<file path="config.mk">
export PLATFORM = sky130hd
export DESIGN_NAME = commaDeser
export DESIGN_NICKNAME = d
export VERILOG_FILES = /design/src/rtl/commaDeserPkg.sv /design/src/rtl/commaDeserPath.sv /design/src/rtl/commaDeserCtrl.sv /design/src/rtl/commaDeser.sv
export SDC_FILE = /design/constraint.sdc
export NUM_CORES = 1
export LEC_CHECK = 0
export BUFFER_PORTS_ARGS = -buffer_cell sky130_fd_sc_hd__buf_2
export CAP_MARGIN = 10
export CORE_MARGIN = 1.5
export CORE_UTILIZATION = 35
export DETAILED_ROUTE_END_ITERATION = 7
export PLACE_DENSITY = 0.54
export RECOVER_POWER = 100
export SKIP_CTS_REPAIR_TIMING = 1
export SYNTH_ARGS = -nofsm -noshare
export SYNTH_HDL_FRONTEND = slang
export SYNTH_SLANG_ARGS = --single-unit
</file>
<file path="constraint.sdc">
create_clock -name clk -period 2.2 [get_ports clk]
set_input_delay 0.44 -clock clk [delete_from_list [all_inputs] [get_ports clk]]
set_output_delay 0.44 -clock clk [all_outputs]
set_load 0.01 [all_outputs]
</file>
<file path="src/rtl/commaDeserPkg.sv">
package commaDeserPkg;
  // strobes from control to datapath, valid in the cycle they are raised
  typedef struct packed {
    logic shiftEn;   // accept the selected serial bit
    logic emit;      // capture the current window as an output word
    logic realign;   // the window is a comma taken with alignment enabled
  } deserStrobeT;

  localparam logic COMMA_PHASE = 1'b1;
endpackage

</file>
<file path="src/rtl/commaDeserPath.sv">
module commaDeserPath
  import commaDeserPkg::*;
#(
  parameter int WORD_W = 10,
  parameter int MARK_W = 7,
  parameter logic [MARK_W-1:0] MARK_PAT = 7'b1111100
) (
  input  logic              clk,
  input  logic              rstN,
  input  logic              lineRx,
  input  logic              loopTx,
  input  logic              loopSel,
  input  deserStrobeT       strobe,
  output logic              commaHit,
  output logic              lineTxOut,
  output logic [WORD_W-1:0] word,
  output logic              commaFlag
);
  logic              selBit;
  logic [WORD_W-1:0] hist;
  logic [WORD_W-1:0] window;

  assign selBit    = loopSel ? loopTx : lineRx;
  assign lineTxOut = loopSel ? 1'b1 : loopTx;

  // newest bit enters at the top; the lowest index is the earliest bit
  assign window   = {selBit, hist[WORD_W-1:1]};
  assign commaHit = (window[MARK_W-1:0] == MARK_PAT);

  always_ff @(posedge clk) begin
    if (!rstN) begin
      hist      <= '0;
      word      <= '0;
      commaFlag <= 1'b0;
    end else begin
      commaFlag <= strobe.realign;
      if (strobe.shiftEn) hist <= window;
      if (strobe.emit)    word <= window;
    end
  end
endmodule

</file>
<file path="src/rtl/commaDeserCtrl.sv">
module commaDeserCtrl
  import commaDeserPkg::*;
#(
  parameter int WORD_W = 10
) (
  input  logic        clk,
  input  logic        rstN,
  input  logic        bitValid,
  input  logic        alignEn,
  input  logic        commaHit,
  output deserStrobeT strobe,
  output logic        wordValid,
  output logic        wordPhase
);
  localparam int CNT_W = $clog2(WORD_W);
  localparam logic [CNT_W-1:0] LAST_BIT = CNT_W'(WORD_W - 1);

  logic [CNT_W-1:0] bitCnt;
  logic             locked;

  always_comb begin
    strobe.shiftEn = bitValid;
    strobe.realign = bitValid && alignEn && commaHit;
    strobe.emit    = strobe.realign || (bitValid && locked && bitCnt == LAST_BIT);
  end

  always_ff @(posedge clk) begin
    if (!rstN) begin
      bitCnt    <= '0;
      locked    <= 1'b0;
      wordValid <= 1'b0;
      wordPhase <= 1'b0;
    end else begin
      wordValid <= strobe.emit;
      if (strobe.realign) begin
        locked    <= 1'b1;
        bitCnt    <= '0;
        wordPhase <= COMMA_PHASE;
      end else if (strobe.emit) begin
        bitCnt    <= '0;
        wordPhase <= ~wordPhase;
      end else if (bitValid) begin
        bitCnt <= bitCnt + 1'b1;
      end
    end
  end
endmodule

</file>
<file path="src/rtl/commaDeser.sv">
module commaDeser
  import commaDeserPkg::*;
#(
  parameter int WORD_W = 10
) (
  input  logic              clk,
  input  logic              rstN,
  input  logic              lineRx,
  input  logic              bitValid,
  input  logic              loopTx,
  input  logic              loopSel,
  input  logic              alignEn,
  output logic              lineTxOut,
  output logic [WORD_W-1:0] word,
  output logic              wordValid,
  output logic              wordPhase,
  output logic              commaFlag
);
  deserStrobeT strobe;
  logic        commaHit;

  commaDeserCtrl #(.WORD_W(WORD_W)) ctrl (
    .clk(clk), .rstN(rstN), .bitValid(bitValid), .alignEn(alignEn),
    .commaHit(commaHit), .strobe(strobe), .wordValid(wordValid),
    .wordPhase(wordPhase)
  );

  commaDeserPath #(.WORD_W(WORD_W)) path (
    .clk(clk), .rstN(rstN), .lineRx(lineRx), .loopTx(loopTx),
    .loopSel(loopSel), .strobe(strobe), .commaHit(commaHit),
    .lineTxOut(lineTxOut), .word(word), .commaFlag(commaFlag)
  );
endmodule

</file>
# Yosys cells after proc, flatten, opt, wreduce, memory -nomap -nowiden

Index checks and enable logic that the tools add are counted.

Register bits: 28
Output and inout bits: 14

Add/sub/neg operators: 1
Equality and inequality tests: 2
Reductions and logical operators: 7
Bitwise logic cells: 2
Muxes and demuxes: 4

Operators by type and width:

| kind                                         | number |
|---|---|
| equality test 7 bit (second input constant)  | 1 |
| adder 4 x 1 -> 4 bit (second input constant) | 1 |
| equality test 4 bit (second input constant)  | 1 |
| logical AND 1 bit                            | 4 |
| two-way mux 1 bit                            | 4 |
| OR reduction 3 bit                           | 1 |
| NOT 1 bit                                    | 2 |
| nonzero test 2 bit                           | 1 |
| logical OR 1 bit                             | 1 |

# Logic depth before layout (Yosys ltp)

Gate-level depths: netlist of run 1.

Word-level depth: 5
Depth in mapped cells: 6

# Modules after synthesis

Synthesis of run 1 repeated with hierarchy kept, for this count alone.

Cell total of the unflattened synthesis: 102
Area, all modules: 1089.8 sq um

By module, submodules not included:

| module         | times used | cells an instance | seq. area each (sq um) | area an instance (sq um) |
|---|---|---|---|---|
| commaDeserPath | 1          | 68                | 400.4                  | 763.2 |
| commaDeserCtrl | 1          | 34                | 140.1                  | 326.6 |

# Least setup slack after synthesis of run 1

OpenSTA, ideal clock, no wires.

Path kind: input port to flip-flop
Start point: input port bitValid
End point: register ctrl.bitCnt[3]
Stages: 6
Buffers on the path: 2
Data required time: 2.084 ns
Data arrival time: 1.335 ns
Setup slack: 0.749 ns
Library setup time: 0.116 ns
Path through: buf_6 -> nand2_2 -> nor4_4 -> nor2b_2 -> buf_6 -> and3_1

Word-level cells in the longest chain between the ends: 4
Elaborated cells on any way between the ends: 6

Ends and longest elaborated chain:

| what                                              | line                                       | source |
|---|---|---|
| start: declaration                                | commaDeser.sv:9                            | `input logic bitValid,` |
| logical AND 1 bit (on tied branches) (2 in a row) | commaDeserCtrl.sv:23, commaDeserCtrl.sv:24 |  |
| logical OR 1 bit                                  | commaDeserCtrl.sv:24                       | `strobe.emit = strobe.realign \|\| (bitValid && locked && bitCnt == LAST_BIT);` |
| OR reduction 3 bit (no source line)               | n/a                                        |  |
| end signal: assignment                            | commaDeserCtrl.sv:43                       | `bitCnt <= bitCnt + 1'b1;` |
| end: declaration                                  | commaDeserCtrl.sv:18                       | `logic [CNT_W-1:0] bitCnt;` |

Parallel ways exist; a longest one is shown, timed or not.
A chain may end at the register's enable or synchronous reset.

# Final worst setup path of run 1

Start point: register ctrl.bitCnt[1]
End point: register path.word[9]

Word-level cells in the longest chain between the ends: 3

Ends and longest elaborated chain:

| what                   | line                 | source |
|---|---|---|
| equality test 4 bit    | commaDeserCtrl.sv:24 |  |
| logical AND 1 bit      | commaDeserCtrl.sv:24 |  |
| logical OR 1 bit       | commaDeserCtrl.sv:24 |  |
| end signal: assignment | commaDeserPath.sv:38 | `if (strobe.emit) word <= window;` |
| end: declaration       | commaDeserPath.sv:16 | `output logic [WORD_W-1:0] word,` |

No other way between the ends.

==> flow_summary.json, run 1 <==
{
  "outcome": "finished, final reports clean",
  "grt_pass1_wl_um": 3150,
  "die_y_um": 59.5,
  "fin_skew_ns": 0.00113,
  "viasPerCell": 4.44,
  "cts_root_buf": "clkbuf_4",
  "cts_max_level": 1,
  "route.vias.total": 763,
  "insertion_delay_ns": 0.31,
  "arrival_ns": 2.14,
  "antenna_found_initial": 0,
  "rsz0062_at_grt": "no",
  "grt_max_degree": 38,
  "syn-num-nets": 119,
  "antenna_cells": 0,
  "place_inst": 168,
  "cts_tree": "built",
  "ys_types": 25,
  "crit_slowest_cell": "nor2b_2",
  "fill_cells": 334,
  "drive_gt1_share_pct": 10.9,
  "min_path_type": "input pin to register",
  "drc": 0,
  "clock_path_buffers": 2,
  "reg2reg_slack_ns": 0.28,
  "die-area_um2": 3540,
  "hold_slack_ns": 0.447,
  "worstPathRequired_ns": 2.42,
  "critical_path_peak_fanout": 15,
  "power_leakage_nw": 0.529,
  "cp_cell_sequence": "inv_1 > ha_1 > nand4_1 > nor2b_2 > mux2_2",
  "postRouteAntennaNets": 0,
  "power.density_nw_per_um2": 607,
  "yosys_warnings": 0,
  "ios": 21,
  "vdd_drop_max_mv": 0.183,
  "finish.utilization_pct": 40.8,
  "grt_pass1_vias": 722,
  "port_buffers": 20,
  "power.total_mw": 0.756,
  "slowest_delay_ns": 0.66,
  "max-slew-margin-rel_pct": 13.2,
  "num_rows": 20,
  "globalRouteMet1Util_pct": 15.1,
  "path_class": "register to register",
  "syn_avg_cell_area_um2": 10.2,
  "initial_core_util_pct": 36.6,
  "cts.sinks": 27,
  "wire_per_inst_um": 11.5,
  "grt.overflow.total": 0,
  "cp-start-kind": "register",
  "gp_congestion": 0.686,
  "drtIter0Drc": 14,
  "seq_area_frac_synth_pct": 48.3,
  "grt.total_usage_pct": 11.9,
  "die_w_um": 59.5,
  "setup_tns_ns": 0,
  "hold_viol": 0,
  "fin_cells": 172,
  "core_area_um2": 3050,
  "fin_crit_sh_pct": 87.2,
  "num-nets-final": 138,
  "drtPass1Iterations": 4,
  "worst_pin_slew_ns": 1.30,
  "drv_cap": 0,
  "setup_viol": 0,
  "use_met3_pct": 2.84,
  "ys_seq_elements": 27,
  "period_minus_slack_ns": 1.92,
  "cp-end-kind": "register",
  "hpwlAfterDp_um": 1370,
  "final_max_slew_viol_count": 0,
  "area_growth_pct": 11.4,
  "max_freq_mhz": 521,
  "grtUsageMet2_pct": 19.0,
  "wl_um": 1970,
  "clk_pin_slew_ns": 0.13,
  "syn_area_um2": 1120,
  "cts_buffers": 3,
  "syn_inst": 110,
  "grt_busiest_layer": "met2"
}
where the power goes:
group / total (mW) / switching, mW / internal, mW / leakage (nW)
Clock: 0.207 / 0.136 / 0.0709 / 0.0150
Sequential: 0.503 / 0.00696 / 0.496 / 0.218
Combinational: 0.0461 / 0.0244 / 0.0217 / 0.295
worst max-delay path: cells and delay by family (launching register included):
family | cells | cell delay (ns)
simple gates | 2 | 0.78
flops | 1 | 0.40
mux | 1 | 0.40
fa+ha+maj | 1 | 0.18
buf+inv | 1 | 0.06
cells in the mapped netlist:
| library cell | instances | share of area [%] |
|---|---|---|
| nor2b_1 | 10 | 5.6 |
| dfxtp_1 | 27 | 48 |
| nor2_1 | 1 | 0.34 |
| mux2_2 | 1 | 1.0 |
| xnor2_1 | 3 | 2.3 |
| ha_1 | 2 | 2.2 |
| and3_1 | 4 | 2.2 |
| nor2b_2 | 1 | 0.78 |
| nand4_1 | 3 | 1.7 |
| xor2_1 | 1 | 0.78 |
| buf_2 | 1 | 0.45 |
| inv_1 | 1 | 0.34 |
| or2_2 | 1 | 0.56 |
| a21boi_0 | 1 | 0.67 |
| clkbuf_1 | 4 | 1.3 |
| a21oi_1 | 1 | 0.45 |
| mux2i_1 | 17 | 15 |
| nand2_1 | 20 | 6.7 |
| nor4_4 | 1 | 1.9 |
| nand2b_1 | 2 | 1.1 |
| nand2_2 | 1 | 0.56 |
| o211a_1 | 1 | 0.89 |
| and2_1 | 2 | 1.1 |
| buf_6 | 2 | 2.0 |
| o21a_1 | 2 | 1.3 |
final cells by class:
cell class	instances	area (µm²)	area share, %
inverter	1	3.75	0.301
multi-input combinational	75	532	42.7
sequential	27	541	43.4
timing repair buffer	21	88.8	7.13
tap	44	55.1	4.42
clock buffer	4	26.3	2.11
layer usage:
metal  vias to the layer above  share of wire (%)
li1                        397                  -
met1                       343                 49
met2                        19                 44
met3                         4                5.2
met4                         0                1.5
met5                         -                  0
per-stage QoR:
| stage | setup WS [ns] | cell area [µm²] |
|---|---|---|
| after floorplan | 0.749 | 1120 |
| after CTS | 0.230 | 1260 |
| final | 0.282 | 1250 |
| after global placement | 0.291 | 1240 |
| after detailed placement | 0.246 | 1240 |
| after global routing | 0.148 | 1250 |
registers in the layout (all words and copies together), names as in the netlist:
| name | flops |
|---|---|
| ctrl.bitCnt | 4 |
| ctrl.locked | 1 |
| path.word | 10 |
| path.commaFlag | 1 |
| ctrl.wordPhase | 1 |
| path.hist | 9 |
| ctrl.wordValid | 1 |
cell families (layout without fill, tap and decap cells):
kind of cell / Yosys count / in the layout / share of synthesized area (%)
simple gates: 46 / 46 / 22.6
xor+xnor: 4 / 4 / 3.13
flops: 27 / 27 / 48.3
mux: 18 / 18 / 16.2
compound gates: 5 / 5 / 3.36
fa+ha+maj: 2 / 2 / 2.24
buf+inv: 8 / 26 / 4.14
cell usage in the layout (no fill, tap or decap):
cell / instances
a21boi_0: 1
a21oi_1: 1
and2_0: 1
and2_1: 1
and3_1: 4
buf_2: 5
buf_4: 1
clkbuf_1: 16
clkbuf_4: 3
dfxtp_1: 27
ha_1: 2
inv_1: 1
mux2_2: 1
mux2i_1: 17
nand2_1: 20
nand2_2: 1
nand2b_1: 2
nand4_1: 3
nor2_1: 1
nor2b_1: 10
nor2b_2: 1
nor4_4: 1
o211a_1: 1
o21a_1: 2
or2_2: 1
xnor2_1: 3
xor2_1: 1
path summary, 6_finish.rpt:
kind | startpoint | endpoint | cells after the start
setup reg to reg | ctrl.bitCnt[1]$_SDFFE_PP0P_ | path.word[9]$_SDFFE_PN0P_ | 5
hold reg to reg | path.word[4]$_SDFFE_PN0P_ | path.word[4]$_SDFFE_PN0P_ | 2
hold / removal | bitValid | path.hist[4]$_SDFFE_PN0P_ | 3
setup / recovery | ctrl.bitCnt[1]$_SDFFE_PP0P_ | path.word[9]$_SDFFE_PN0P_ | 5
Note: power is estimated with default switching activity, not from simulation.
==> run 2: changes to the inputs <==
--- a/config.mk
+++ b/config.mk
@@ -8,9 +8,9 @@
 export BUFFER_PORTS_ARGS = -buffer_cell sky130_fd_sc_hd__buf_2
 export CAP_MARGIN = 10
 export CORE_MARGIN = 1.5
-export CORE_UTILIZATION = 35
+export CORE_UTILIZATION = 57
 export DETAILED_ROUTE_END_ITERATION = 7
-export PLACE_DENSITY = 0.54
+export PLACE_DENSITY = 0.81
 export RECOVER_POWER = 100
 export SKIP_CTS_REPAIR_TIMING = 1
 export SYNTH_ARGS = -nofsm -noshare
==> flow_summary.json, run 2 (synthesis results as in run 1) <==
{
  "fill_cells": 160,
  "fin_cells": 153,
  "slowest_delay_ns": 0.65,
  "max_freq_mhz": 530,
  "min_path_type": "register to register",
  "cts.sinks": 27,
  "gp_congestion": 0.798,
  "die-area_um2": 2240,
  "grt.overflow.total": 0,
  "grt_pass1_wl_um": 2860,
  "grt.total_usage_pct": 18.2,
  "reg_top3": "path.word x10, path.hist x9, ctrl.bitCnt x4",
  "grt_max_degree": 38,
  "highest_layer": "met4",
  "place_inst": 149,
  "post_dp_cell_area_um2": 1210,
  "critPathBufInv": 1,
  "drtIter0Drc": 9,
  "crit_slowest_cell": "nor2b_2",
  "power.density_nw_per_um2": 616,
  "final_max_slew_viol_count": 0,
  "arrival_ns": 2.11,
  "cts_tree": "built",
  "clk_pin_slew_ns": 0.14,
  "vdd_drop_max_mv": 0.511,
  "drc": 0,
  "wl_um": 1810,
  "hold_viol": 0,
  "fin_crit_sh_pct": 85.8,
  "drive_gt1_share_pct": 10.9,
  "critical_path_peak_fanout": 15,
  "path_class": "register to register",
  "ios": 21,
  "period_minus_slack_ns": 1.89,
  "route.vias.total": 773,
  "wire_per_inst_um": 11.8,
  "cp_cell_sequence": "inv_1 > ha_1 > nand4_1 > nor2b_2 > mux2_2",
  "num_rows": 15,
  "port_buffers": 20,
  "cp_top_family": "simple AND/OR/NAND/NOR gates",
  "met1_length_um": 887,
  "area_growth_pct": 9.28,
  "die_w_um": 47.3,
  "cp-start-kind": "register",
  "finish.instance_area_um2": 1220,
  "antenna_cells": 0,
  "num-nets-final": 138,
  "final_common_cell": "dfxtp_1",
  "largest_reg_flops": 10,
  "drtPass1Iterations": 4,
  "die_y_um": 47.3,
  "outcome": "finished, final reports clean",
  "antenna_found_initial": 0,
  "postRouteAntennaNets": 0,
  "met2_wirelength_um": 843,
  "setup_tns_ns": 0,
  "cts_buffers": 3,
  "insertion_delay_ns": 0.32,
  "core_area_um2": 1780,
  "rsz0062_at_grt": "no",
  "final_cell_mix": "dfxtp_1 (27), nand2_1 (20), mux2i_1 (17), clkbuf_1 (16), nor2b_1 (10)",
  "worstPathRequired_ns": 2.43,
  "cts_max_level": 1,
  "hpwlAfterDp_um": 1300,
  "grt_pass1_vias": 688,
  "wl_met3_um": 71,
  "drv_cap": 0,
  "max-slew-margin-rel_pct": 15.0,
  "viasPerCell": 5.05,
  "clock_path_buffers": 2,
  "initial_core_util_pct": 62.7,
  "top_register": "path.word",
  "power_leakage_nw": 0.529,
  "setup_viol": 0,
  "worst_pin_slew_ns": 1.28,
  "power.total_mw": 0.753,
  "cts_root_buf": "clkbuf_4",
  "cp-end-kind": "register",
  "hold_slack_ns": 0.469,
  "fin_skew_ns": 0.00882
}
run 2: cell counts in the layout (fill, tap and decap cells not counted):
Identical to the previous run, type by type.
run 2: routing by layer:
| layer | vias up | global-route usage (%) |
|---|---|---|
| li1 | 397 | - |
| met1 | 356 | 22.9 |
| met2 | 18 | 31.6 |
| met3 | 2 | 5.77 |
| met4 | 0 | 1.67 |
| met5 | - | 0 |
run 2: worst paths after layout:
check | from | to | slack [ns] | cells after the start
worst max-delay path | ctrl.bitCnt[1]$_SDFFE_PP0P_ | path.word[9]$_SDFFE_PN0P_ | 0.31 | 5
worst min-delay path | path.word[1]$_SDFFE_PN0P_ | path.word[1]$_SDFFE_PN0P_ | 0.47 | 2
worst max register to register | ctrl.bitCnt[1]$_SDFFE_PP0P_ | path.word[9]$_SDFFE_PN0P_ | 0.31 | 5
worst min register to register | path.word[1]$_SDFFE_PN0P_ | path.word[1]$_SDFFE_PN0P_ | 0.47 | 2
run 2: tightest hold or removal path, delay by kind of cell (launching register included):
family | cells | cell delay, ns
flops | 1 | 0.33
simple gates | 1 | 0.05
mux | 1 | 0.05
run 2: where the power goes:
group          switching (mW)  total [mW]  internal, mW
Sequential            0.00725       0.503         0.496
Clock                   0.133       0.204        0.0709
Combinational          0.0246      0.0462        0.0216
Total                   0.165       0.753         0.588
run 2: final cells by class:
cell class	count	area, µm²	share of cell area, %
Sequential cell	27	541	44.2
Multi-Input combinational cell	75	532	43.5
Timing Repair Buffer	21	88.8	7.27
Tap cell	25	31.3	2.56
Clock buffer	4	26.3	2.15
Inverter	1	3.75	0.307
run 2: stage by stage:
stage               setup slack, ns  utilization [%]
finish                        0.312             68.6
floorplan                     0.749                -
global route                  0.173             68.6
global placement              0.321             68.1
CTS                           0.291             69.6
detailed placement            0.297             68.1
==> run 3: changes to the inputs <==
--- a/config.mk
+++ b/config.mk
@@ -8,9 +8,9 @@
 export BUFFER_PORTS_ARGS = -buffer_cell sky130_fd_sc_hd__buf_2
 export CAP_MARGIN = 10
 export CORE_MARGIN = 1.5
-export CORE_UTILIZATION = 57
+export CORE_UTILIZATION = 41
 export DETAILED_ROUTE_END_ITERATION = 7
-export PLACE_DENSITY = 0.81
+export PLACE_DENSITY = 0.61
 export RECOVER_POWER = 100
 export SKIP_CTS_REPAIR_TIMING = 1
 export SYNTH_ARGS = -nofsm -noshare
==> constraint.sdc (replaced) <==
create_clock -name clk -period 2 [get_ports clk]
set_input_delay 0.4 -clock clk [delete_from_list [all_inputs] [get_ports clk]]
set_output_delay 0.4 -clock clk [all_outputs]
set_load 0.01 [all_outputs]
==> flow_summary.json, run 3 (synthesis results as in run 1) <==
{
  "fin_skew_ns": 0.00758,
  "outcome": "finished, final reports clean",
  "p_sw_mw": 0.178,
  "sequentialPowerShare_pct": 67.0,
  "insertion_delay_ns": 0.31,
  "min_path_type": "input pin to register",
  "die_y_um": 55.2,
  "cp-end-kind": "register",
  "top_register": "path.word",
  "port_buffers": 20,
  "worst_pin_slew_ns": 1.26,
  "seqCellArea_um2": 541,
  "largest_reg_flops": 10,
  "cp-start-kind": "register",
  "drtIter0Drc": 16,
  "slowest_delay_ns": 0.45,
  "core_area_um2": 2520,
  "num_rows": 18,
  "internal_power_mw": 0.647,
  "final_max_slew_viol_count": 0,
  "hold_slack_ns": 0.449,
  "worstPathRequired_ns": 2.22,
  "setup_tns_ns": 0,
  "fin_crit_sh_pct": 83.5,
  "max_freq_mhz": 599,
  "path_class": "register to register",
  "cts_root_buf": "clkbuf_4",
  "cts_tree": "built",
  "cts_max_level": 1,
  "cp_cell_sequence": "inv_1 > ha_1 > nand4_1 > nor2b_4 > mux2_2",
  "reg_top3": "path.word x10, path.hist x9, ctrl.bitCnt x4",
  "power_leakage_nw": 0.539,
  "cts.sinks": 27,
  "pwr-share-clk_pct": 27.0,
  "hold_viol": 0,
  "drive_gt1_share_pct": 10.9,
  "gp_congestion": 0.732,
  "cts_buffers": 3,
  "hp-start": "bitValid",
  "drc": 0,
  "clk_pin_slew_ns": 0.14,
  "max-slew-margin-rel_pct": 15.9,
  "initial_core_util_pct": 44.3,
  "switching_share_pct": 21.6,
  "ios": 21,
  "multi_input_area_um2": 537,
  "grt_pass1_wl_um": 3170,
  "postRouteAntennaNets": 0,
  "grt.overflow.total": 0,
  "vdd_drop_max_mv": 0.349,
  "drv_cap": 0,
  "route.vias.total": 743,
  "antenna_cells": 0,
  "crit_start": "ctrl.bitCnt[1]$_SDFFE_PP0P_",
  "grt_max_degree": 38,
  "die-area_um2": 3050,
  "viasPerCell": 4.70,
  "critical_path_peak_fanout": 15,
  "final_cell_mix": "dfxtp_1 (27), nand2_1 (20), mux2i_1 (17), clkbuf_1 (16), nor2b_1 (10)",
  "wire_per_inst_um": 11.3,
  "clock_path_buffers": 2,
  "hpwlAfterDp_um": 1230,
  "drtPass1Iterations": 4,
  "arrival_ns": 1.89,
  "grt.total_usage_pct": 12.9,
  "final_common_cell": "dfxtp_1",
  "setup_viol": 0,
  "grt_pass1_vias": 714,
  "fill_cells": 266,
  "period_minus_slack_ns": 1.67,
  "die_w_um": 55.2,
  "combPwrFrac_pct": 6.0,
  "r2r_start": "ctrl.bitCnt[1]$_SDFFE_PP0P_",
  "num-nets-final": 138,
  "crit_slowest_cell": "nor2b_4",
  "power.density_nw_per_um2": 669,
  "rsz0062_at_grt": "no",
  "area_growth_pct": 10.3,
  "wl_um": 1790,
  "antenna_found_initial": 0
}
## run 3: final timing paths
| check | cells past startpoint | endpoint | slack (ns) |
|---|---|---|---|
| max | 5 | path.word[9]$_SDFFE_PN0P_ | 0.33 |
| min | 3 | path.hist[3]$_SDFFE_PN0P_ | 0.45 |
| max reg2reg | 5 | path.word[9]$_SDFFE_PN0P_ | 0.33 |
| min reg2reg | 2 | path.word[7]$_SDFFE_PN0P_ | 0.47 |
## run 3: layer usage
layer	GRT usage, %	routed length, µm
met1	17.5	946
met2	19.0	717
met3	2.58	79
met4	7.32	44
met5	0	0
## run 3: final cells by class
class                   count  share of cell area [%]
flip-flops and latches     27                    43.8
well taps                  30                    3.04
clock buffers               4                    2.13
multi-input cells          75                    43.5
repair buffers             21                    7.20
inverters                   1                   0.304
## run 3: through the flow
stage / setup slack [ns] / util [%] / power (mW) / instances / area (µm²)
after global routing: 0.211 / 48.9 / 0.865 / 158 / 1230
after global placement: 0.125 / 48.4 / 0.615 / 154 / 1220
final: 0.331 / 48.9 / 0.825 / 158 / 1230
after CTS: 0.0569 / 49.5 / 0.839 / 158 / 1250
after detailed placement: 0.0778 / 48.4 / 0.615 / 154 / 1220
after floorplan: 0.589 / - / 0.604 / 110 / 1120
## run 3: power groups by stage
stage	Clock [mW]	Sequential (mW)	Combinational, mW
2_1_floorplan	0	0.563	0.0405
3_3_place_gp	0	0.565	0.0501
3_5_place_dp	0	0.565	0.0503
4_1_cts	0.235	0.553	0.0505
5_1_grt	0.253	0.555	0.0573
6_report	0.222	0.553	0.0497
## run 3: critical path, delay by kind of cell (launching register included)
family	cells	cell delay [ns]
adders and majority gates	1	0.17
muxes	1	0.39
buffers and inverters	1	0.06
and+or+nand+nor	2	0.58
DFF	1	0.39
